$ cat src/rtl/mac_pkg.sv
package mac_pkg;
  typedef enum logic [1:0] {
    OP_MUL = 2'd0,
    OP_MAC = 2'd1,
    OP_MSU = 2'd2,
    OP_CLR = 2'd3
  } mac_op_e;

  // partial-product passes for a full-width operation
  localparam int unsigned NPASS = 3;
endpackage

$ cat src/rtl/mac_issue.sv
module mac_issue
  import mac_pkg::*;
#(
  parameter int unsigned DW = 32,
  localparam int unsigned HW = DW / 2,
  localparam int unsigned EW = HW + 1
) (
  input  logic          clk_i,
  input  logic          rst_ni,
  input  logic          in_valid_i,
  output logic          in_ready_o,
  input  logic [DW-1:0] op_a_i,
  input  logic [DW-1:0] op_b_i,
  input  logic          wide_i,
  input  logic          signed_i,
  input  mac_op_e       op_i,
  output logic          uop_valid_o,
  output logic [EW-1:0] uop_a_o,
  output logic [EW-1:0] uop_b_o,
  output logic          uop_shift_o,
  output logic          uop_first_o,
  output logic          uop_last_o,
  output mac_op_e       uop_op_o
);
  logic          v_q, wide_q, sgn_q;
  logic [DW-1:0] a_q, b_q;
  mac_op_e       op_q;
  logic [1:0]    pass_q;
  logic          single_w, last_w, accept_w;
  logic [EW-1:0] a_lo, a_hi, a_nar, b_lo, b_hi, b_nar;

  assign single_w   = !wide_q || (op_q == OP_CLR);
  assign last_w     = single_w || (pass_q == 2'(NPASS - 1));
  assign in_ready_o = !v_q || last_w;
  assign accept_w   = in_valid_i && in_ready_o;

  always_ff @(posedge clk_i or negedge rst_ni) begin
    if (!rst_ni) begin
      v_q    <= 1'b0;
      wide_q <= 1'b0;
      sgn_q  <= 1'b0;
      a_q    <= '0;
      b_q    <= '0;
      op_q   <= OP_MUL;
      pass_q <= '0;
    end else if (accept_w) begin
      v_q    <= 1'b1;
      wide_q <= wide_i;
      sgn_q  <= signed_i;
      a_q    <= op_a_i;
      b_q    <= op_b_i;
      op_q   <= op_i;
      pass_q <= '0;
    end else if (v_q && last_w) begin
      v_q <= 1'b0;
    end else if (v_q) begin
      pass_q <= pass_q + 2'd1;
    end
  end

  // low halves are magnitudes; high and narrow halves carry the sign
  always_comb begin
    a_lo  = {1'b0, a_q[HW-1:0]};
    b_lo  = {1'b0, b_q[HW-1:0]};
    a_hi  = {sgn_q & a_q[DW-1], a_q[DW-1:HW]};
    b_hi  = {sgn_q & b_q[DW-1], b_q[DW-1:HW]};
    a_nar = {sgn_q & a_q[HW-1], a_q[HW-1:0]};
    b_nar = {sgn_q & b_q[HW-1], b_q[HW-1:0]};
    uop_shift_o = 1'b0;
    if (single_w) begin
      uop_a_o = a_nar;
      uop_b_o = b_nar;
    end else begin
      unique case (pass_q)
        2'd0: begin
          uop_a_o = a_lo;
          uop_b_o = b_lo;
        end
        2'd1: begin
          uop_a_o     = a_hi;
          uop_b_o     = b_lo;
          uop_shift_o = 1'b1;
        end
        default: begin
          uop_a_o     = a_lo;
          uop_b_o     = b_hi;
          uop_shift_o = 1'b1;
        end
      endcase
    end
  end

  assign uop_valid_o = v_q;
  assign uop_first_o = (pass_q == 2'd0);
  assign uop_last_o  = last_w;
  assign uop_op_o    = op_q;
endmodule

$ cat src/rtl/mac_mult.sv
module mac_mult
  import mac_pkg::*;
#(
  parameter int unsigned DW = 32,
  localparam int unsigned HW = DW / 2,
  localparam int unsigned EW = HW + 1
) (
  input  logic          clk_i,
  input  logic          rst_ni,
  input  logic          valid_i,
  input  logic [EW-1:0] a_i,
  input  logic [EW-1:0] b_i,
  input  logic          shift_i,
  input  logic          first_i,
  input  logic          last_i,
  input  mac_op_e       op_i,
  output logic          valid_o,
  output logic [DW-1:0] prod_o,
  output logic          shift_o,
  output logic          first_o,
  output logic          last_o,
  output mac_op_e       op_o
);
  logic [DW-1:0] ax, bx, px;

  // only the low DW bits of the product are needed
  assign ax = {{(DW-EW){a_i[EW-1]}}, a_i};
  assign bx = {{(DW-EW){b_i[EW-1]}}, b_i};
  assign px = ax * bx;

  always_ff @(posedge clk_i or negedge rst_ni) begin
    if (!rst_ni) begin
      valid_o <= 1'b0;
      prod_o  <= '0;
      shift_o <= 1'b0;
      first_o <= 1'b0;
      last_o  <= 1'b0;
      op_o    <= OP_MUL;
    end else begin
      valid_o <= valid_i;
      prod_o  <= px;
      shift_o <= shift_i;
      first_o <= first_i;
      last_o  <= last_i;
      op_o    <= op_i;
    end
  end
endmodule

$ cat src/rtl/mac_accum.sv
module mac_accum
  import mac_pkg::*;
#(
  parameter int unsigned DW = 32,
  localparam int unsigned HW = DW / 2
) (
  input  logic          clk_i,
  input  logic          rst_ni,
  input  logic          valid_i,
  input  logic [DW-1:0] prod_i,
  input  logic          shift_i,
  input  logic          first_i,
  input  logic          last_i,
  input  mac_op_e       op_i,
  output logic          res_valid_o,
  output logic [DW-1:0] res_o,
  output logic [DW-1:0] acc_o
);
  logic [DW-1:0] acc_q, sum_q, pp_sh, full_w, acc_add, acc_sub;

  assign pp_sh   = shift_i ? (prod_i << HW) : prod_i;
  assign full_w  = first_i ? pp_sh : (sum_q + pp_sh);
  assign acc_add = acc_q + full_w;
  assign acc_sub = acc_q - full_w;

  always_ff @(posedge clk_i or negedge rst_ni) begin
    if (!rst_ni) begin
      acc_q       <= '0;
      sum_q       <= '0;
      res_o       <= '0;
      res_valid_o <= 1'b0;
    end else begin
      res_valid_o <= valid_i && last_i;
      if (valid_i && !last_i) begin
        sum_q <= full_w;
      end else if (valid_i) begin
        unique case (op_i)
          OP_MUL: res_o <= full_w;
          OP_MAC: begin
            acc_q <= acc_add;
            res_o <= acc_add;
          end
          OP_MSU: begin
            acc_q <= acc_sub;
            res_o <= acc_sub;
          end
          default: begin
            acc_q <= '0;
            res_o <= '0;
          end
        endcase
      end
    end
  end

  assign acc_o = acc_q;
endmodule

$ cat src/rtl/mac_unit.sv
module mac_unit
  import mac_pkg::*;
#(
  parameter int unsigned DW = 32,
  localparam int unsigned HW = DW / 2,
  localparam int unsigned EW = HW + 1
) (
  input  logic          clk_i,
  input  logic          rst_ni,
  input  logic          in_valid_i,
  output logic          in_ready_o,
  input  logic [DW-1:0] op_a_i,
  input  logic [DW-1:0] op_b_i,
  input  logic          wide_i,
  input  logic          signed_i,
  input  logic [1:0]    op_i,
  output logic          res_valid_o,
  output logic [DW-1:0] res_o,
  output logic [DW-1:0] acc_o,
  output logic          busy_o
);
  mac_op_e       op_w, s1_op, s2_op;
  logic          s1_v, s1_shift, s1_first, s1_last;
  logic [EW-1:0] s1_a, s1_b;
  logic          s2_v, s2_shift, s2_first, s2_last;
  logic [DW-1:0] s2_prod;

  assign op_w = mac_op_e'(op_i);

  mac_issue #(.DW(DW)) u_issue (
    .clk_i       (clk_i),
    .rst_ni      (rst_ni),
    .in_valid_i  (in_valid_i),
    .in_ready_o  (in_ready_o),
    .op_a_i      (op_a_i),
    .op_b_i      (op_b_i),
    .wide_i      (wide_i),
    .signed_i    (signed_i),
    .op_i        (op_w),
    .uop_valid_o (s1_v),
    .uop_a_o     (s1_a),
    .uop_b_o     (s1_b),
    .uop_shift_o (s1_shift),
    .uop_first_o (s1_first),
    .uop_last_o  (s1_last),
    .uop_op_o    (s1_op)
  );

  mac_mult #(.DW(DW)) u_mult (
    .clk_i   (clk_i),
    .rst_ni  (rst_ni),
    .valid_i (s1_v),
    .a_i     (s1_a),
    .b_i     (s1_b),
    .shift_i (s1_shift),
    .first_i (s1_first),
    .last_i  (s1_last),
    .op_i    (s1_op),
    .valid_o (s2_v),
    .prod_o  (s2_prod),
    .shift_o (s2_shift),
    .first_o (s2_first),
    .last_o  (s2_last),
    .op_o    (s2_op)
  );

  mac_accum #(.DW(DW)) u_accum (
    .clk_i       (clk_i),
    .rst_ni      (rst_ni),
    .valid_i     (s2_v),
    .prod_i      (s2_prod),
    .shift_i     (s2_shift),
    .first_i     (s2_first),
    .last_i      (s2_last),
    .op_i        (s2_op),
    .res_valid_o (res_valid_o),
    .res_o       (res_o),
    .acc_o       (acc_o)
  );

  assign busy_o = s1_v || s2_v;
endmodule

$ cat config.mk
export PLATFORM = sky130hd
export DESIGN_NAME = mac_unit
export DESIGN_NICKNAME = d
export VERILOG_FILES = /design/src/rtl/mac_pkg.sv /design/src/rtl/mac_issue.sv /design/src/rtl/mac_mult.sv /design/src/rtl/mac_accum.sv /design/src/rtl/mac_unit.sv
export SDC_FILE = /design/constraint.sdc
export NUM_CORES = 1
export LEC_CHECK = 0
export BUFFER_PORTS_ARGS = -buffer_cell sky130_fd_sc_hd__clkbuf_2
export CORE_ASPECT_RATIO = 0.6
export CORE_MARGIN = 10
export CORE_UTILIZATION = 55
export CTS_CLUSTER_DIAMETER = 80
export DETAILED_ROUTE_END_ITERATION = 10
export GPL_ROUTABILITY_DRIVEN = 0
export GPL_TIMING_DRIVEN = 0
export PLACE_DENSITY = 0.77
export SYNTH_ARGS = -nofsm -noshare
export SYNTH_HDL_FRONTEND = slang
export SYNTH_HIERARCHICAL = 1
export SYNTH_SLANG_ARGS = --single-unit
$ cat constraint.sdc
create_clock -name clk_i -period 7.1 [get_ports clk_i]
set_clock_uncertainty 0.05 [all_clocks]
set_input_delay 1.065 -clock clk_i [delete_from_list [all_inputs] [get_ports clk_i]]
set_output_delay 1.065 -clock clk_i [all_outputs]
set_load 0.1 [all_outputs]
Word-level counts from Yosys, hierarchy flattened --
Index checks and enable logic that the tools add are counted.
Word-level totals: memories 0, latch bits 0, register bits after elaboration 206, word-level logic and storage cells 68, memory bits (writable) 0, bits in read-only memories 0, output and inout bits 67, bits of input ports 71
Operators by class: div/mod/pow operators 0, multiply operators 1, shift operators 0, bitwise logic cells 6, mux-type cells 15, eq/ne operators 6, add/sub/neg operators 4, reduce and logical (&&, ||, !) cells 19, magnitude comparators 0
Operators by type and width (number):
- $pmux 32 s3 | 2
- $mux 17 | 4
- $add 32x32->32 | 2
- $mux 32 | 2
- $mul 17x17->32 | 1
- $sub 32x32->32 | 1
- $eq 2x2->1 const B | 3
- $mux 2 | 3
- $and 1x1->1 | 4
- $eq 2x1->1 const B | 2
- $logic_and 1x1->1 | 4
- $logic_not 2->1 | 2
- $logic_or 1x1->1 | 4
- $mux 1 | 4
- $reduce_and 2->1 | 2
- $reduce_bool 2->1 | 2
- $logic_not 1->1 | 3
- $reduce_and 3->1 | 1
- $add 2x1->2 const B | 1
- $ne 2x1->1 const B | 1
- $not 1->1 | 2
- $reduce_or 2->1 | 1

Logic depth before layout (Yosys ltp) --
depth after elaboration 7, depth in mapped cells 30

Hierarchy --
Netlist, hierarchy kept.
Modules (own cells, without submodules):
- mac_mult | seq. area each 950.9 um^2, area each 11589.9 um^2, instances 1, cells each 1217
- mac_accum | seq. area each 2427.3 um^2, area each 9910.8 um^2, instances 1, cells each 1252
- mac_issue | seq. area each 1776.7 um^2, area each 3193.1 um^2, instances 1, cells each 209
- mac_unit | seq. area each 0.0 um^2, area each 6.3 um^2, instances 1, cells each 1

Worst setup path before layout --
No wires, ideal clock.
path type register -> register, start register u_issue.pass_q[0], end register u_mult.prod_o[31], cell stages (with the launch flop) 23, period minus slack after synthesis 6.942 ns, path buffers 2, data arrival time 6.764 ns, path slack 0.158 ns, cell sequence dfrtp_1 > ha_1 > or3_1 > buf_6 > buf_8 > o21ai_0 > inv_2 > nor2_1 > fa_1 > fa_1 > fa_1 > fa_1 > fa_1 > inv_1 > fa_1 > inv_1 > ha_1 > or3_4 > a311oi_2 > o211ai_2 > a2111oi_4 > o31a_1 > o211ai_2
Between the ends: cells in the longest elaborated chain, start to end 5, elaborated cells on any way between the ends 8, those cells by class mul: 1; eq/ne: 1; mux: 4; reduce/logical: 2
Ends and longest elaborated chain:
- from (decl) | RTL line mac_issue.sv:28 | logic [1:0] pass_q;
- from (signal assigned) | RTL line mac_issue.sv:57 | pass_q <= pass_q + 2'd1;
- $eq 2x1->1 or $logic_not 2->1 (tied branches) | RTL line mac_issue.sv:74 | unique case (pass_q)
- $reduce_or 2->1 (no line) (*)
- $mux 17 (*) | RTL line mac_issue.sv:74
- $mux 17 (*) | RTL line mac_issue.sv:70 | if (single_w) begin
- named net s1_b[16] | RTL line mac_unit.sv:24 | logic [EW-1:0] s1_a, s1_b;
- $mul 17x17->32 (*) | RTL line mac_mult.sv:29 | assign px = ax * bx;
- named net u_mult.px[31] | RTL line mac_mult.sv:24 | logic [DW-1:0] ax, bx, px;
- to (signal assigned) | RTL line mac_mult.sv:41 | prod_o <= px;
- to (decl) | RTL line mac_mult.sv:18 | output logic [DW-1:0] prod_o,
The timed path passes the listed nets; every way through them passes the cells marked *. A chain may end at the register's enable or synchronous reset.

Final worst setup path --
Same ends and word-level chain as after synthesis.

==> impl_metrics.tcl <==
set metrics [dict create \
    yosys.area_share.simple 0.144 \
    fin_nets 3443 \
    hold_path.class "reg -> reg" \
    path_class "reg -> reg" \
    slowest_stage "fa_1" \
    post_drt_via_cell_ratio 6.16 \
    synth-compound-area-share 0.143 \
    rsz0062_at_grt "true" \
    ys_seq_area_frac 0.209 \
    violations "negative setup slack" \
    critPathMostFrequentCell "fa_1" \
    fin_area_um2 28400 \
    syn_nets 3220 \
    synth_fa_ha_area_frac 0.325 \
    critPathLaunchType "register" \
    synthMuxAreaShare 0.0584 \
    wire_per_inst_um 22.7 \
    postLayoutCoreUtil 0.638 \
    cts_tree "done" \
    min_period_ns 7.25 \
    synth_flop_cell "dfrtp_1" \
    cp_data_arrival_time_ns 7.68 \
    synth_xor_area_frac 0.0401 \
    grt_pass1_vias 21517 \
    hold_slack_ns 0.350 \
    start_util 0.554 \
    fin_ws_ns -0.147 \
    tightest_slew_ns 1.03 \
    synth_top_cell_by_area "fa_1" \
    finalSetupViolCount 6 \
    maxCapViolCount 0 \
    end_kind "register" \
    period_share 1.02 \
    grt_first_pass_wirelength_um 122000 \
    ff2ff_setup_slack_ns -0.15 \
    placed_area_um2 26200 \
    slowest_delay_ns 0.55 \
    clock.fmax_mhz 138 \
    detail-route-antenna-nets 0 \
    drt-initial-drc-count 2762 \
    synth-async-reset-ratio 1.00 \
    synth_top_family_by_area "adder cells" \
    synth-seq-cells 206 \
    fp-row-count 60 \
    cts_inserted_buffers 23 \
    path_buf_inv 7 \
    overflow 0 \
    timing.critical_path.cells "ha_4 -> or3_4 -> buf_12 -> mux2_4 -> buf_6 -> and2_1 -> fa_1 -> inv_1 -> fa_2 -> fa_1 -> inv_1 -> fa_1 -> fa_1 -> inv_1 -> fa_1 -> inv_1 -> ha_1 -> buf_6 -> nand4_1 -> or4_4 -> o211ai_4 -> a2111oi_4 -> o31a_1 -> o211ai_2" \
    clockBufferDepth 3 \
    dieArea_um2 54100 \
    dp_hpwl_um 62500 \
    finalNonFillerCells 3507 \
    synth_area_um2 24700 \
    postCtsHoldBufs 0 \
    synth_cell_type_count 93 \
    final_max_slew_viol_count 0 \
    ios 138 \
    grt.total_usage 0.287 \
    avgSynthCellArea_um2 9.22 \
    dpl.cell_count 3406 \
    fp.coreArea_um2 44600 \
    cts-root-buf "clkbuf_16" \
    htree_levels 1 \
    status "finished with violations" \
    cts_sinks 206 \
    synthCells 2679 \
    netlist.area_leader.share 0.231 \
    port_buffers 137 \
    antenna_found_initial 3 \
    ys_top_cells_by_area "fa_1 (23%), dfrtp_1 (21%), ha_1 (9.4%)" \
    path_clk_slew_ns 0.07 \
    critPathTopFamily "adder cells" \
    yosysWarnings 6 \
    nFillCells 3473 \
    clock_latency_ns 0.56 \
    die_x_um 294 \
    synth_edf_count 0 \
    final_hold_viol_count 0 \
    cp.required_ns 7.53 \
    slew_headroom 0.294 \
    area_growth_pct 15.1 \
    grt_max_degree 111 \
    num_vias 21607 \
    drt_pass1_iterations 6 \
    wirelength_um 79800 \
    die_height_um 184 \
    drive_above_1_share 0.189 \
    cp_max_fo 8 \
    drc 0 \
]
through the flow:
stage	setup WS, ns	TNS [ns]
after floorplan	0.158	0
after global placement	-1.01	-24.03
after detailed placement	-1.21	-34.20
after CTS	-0.0679	-0.193
after global routing	-0.298	-1.82
final	-0.147	-0.599
layout by cell type, fill, tap and decap left out, types with 17 or more instances in the layout:
cell type,n
inv_1,385
fa_1,272
nand2_1,256
dfrtp_1,204
ha_1,170
and2_1,147
clkbuf_2,144
o21ai_0,136
a21oi_1,118
mux2_2,99
nor2_1,99
xnor2_1,80
buf_4,59
clkbuf_1,56
a21o_1,31
clkbuf_16,28
xor2_1,28
nand2b_1,28
nor2b_1,27
nor3_1,27
nand3_1,26
o21a_1,22
o21bai_1,19
mux2_4,18
a22oi_1,17
layer usage:
metal,vias to the layer above,track usage,share of wire
met4,2,0.0566,0.021
li1,9257,-,-
met3,196,0.125,0.16
met1,10661,0.411,0.41
met5,-,0,0.00016
met2,1491,0.396,0.40
cell families after synthesis:
| group | after synthesis |
|---|---|
| flip-flops | 206 |
| AO/OA/AOI/OAI | 537 |
| buffers and inverters | 516 |
| XOR/XNOR | 110 |
| adder cells (fa/ha/maj) | 471 |
| AND/OR/NAND/NOR | 713 |
| multiplexers | 126 |
Yosys cell counts (17+ instances only):
cell and count:
o21a_1 22, inv_1 399, dfrtp_1 206, nor2_1 99
clkbuf_1 92, ha_1 185, xor2_1 28, mux2_2 108
a22oi_1 17, nor3_1 31, nand2b_1 28, and2_1 151
a21o_1 31, o21ai_0 143, o21bai_1 20, xnor2_1 80
nand3_1 26, a21oi_1 128, fa_1 285, nand2_1 261
nor2b_1 28
final timing paths:
kind | start | to | depth (start not counted)
min in group asynchronous | rst_ni | u_accum/res_o[4] | 1
hold reg to reg | u_issue/uop_valid_o | u_mult/valid_o | 0
setup / recovery | u_issue/pass_q[0] | u_mult/prod_o[31] | 24
hold / removal | u_issue/uop_valid_o | u_mult/valid_o | 0
max in group asynchronous | rst_ni | u_issue/b_q[13] | 2
setup reg to reg | u_issue/pass_q[0] | u_mult/prod_o[31] | 24
registers in the layout (all words and copies together) (netlist names):
name / count
u_accum/acc_o: 32
u_accum/res_o: 32
u_accum/sum_q: 32
u_issue/a_q: 32
u_issue/b_q: 32
u_mult/prod_o: 32
u_issue/pass_q: 2
u_issue/uop_op_o: 2
u_mult/op_o: 2
u_accum/res_valid_o: 1
u_issue/sgn_q: 1
u_issue/uop_valid_o: 1
u_issue/wide_q: 1
u_mult/first_o: 1
u_mult/last_o: 1
u_mult/shift_o: 1
u_mult/valid_o: 1
cell type report:
type,instances,area (um^2),area share
repair buffers,205,1290,0.0455
plain buffers,108,768,0.0270
multi-input cells,1957,18200,0.640
flip-flops and latches,206,5160,0.181
clock inverters,7,113,0.00396
diodes,3,7.51,0.000264
clock buffers,31,646,0.0227
well taps,589,737,0.0259
inverters,401,1510,0.0529
repair_timing:
| action | in CTS | in global routing |
|---|---|---|
| pin swaps | 43 | 52 |
| gates cloned | 1 | 1 |
| hold endpoints to repair | 0 | 0 |
| buffers inserted | 41 | 24 |
| setup endpoints to repair | 49 | 33 |
| gates resized for setup | 172 | 97 |
worst register-to-register path, stage by stage, from the launching register on:
cell	delay (ns)
dfrtp_2	0.44
ha_4	0.18
or3_4	0.51
buf_12	0.19
mux2_4	0.39
buf_6	0.16
and2_1	0.15
fa_1	0.44
inv_1	0.10
fa_2	0.44
fa_1	0.50
inv_1	0.06
fa_1	0.51
fa_1	0.50
inv_1	0.06
fa_1	0.55
inv_1	0.06
ha_1	0.29
buf_6	0.11
nand4_1	0.15
or4_4	0.54
o211ai_4	0.30
a2111oi_4	0.13
o31a_1	0.32
o211ai_2	0.06
Power is not shown: default switching activity piles up to over one toggle a cycle in this logic, so the estimate is an artifact.
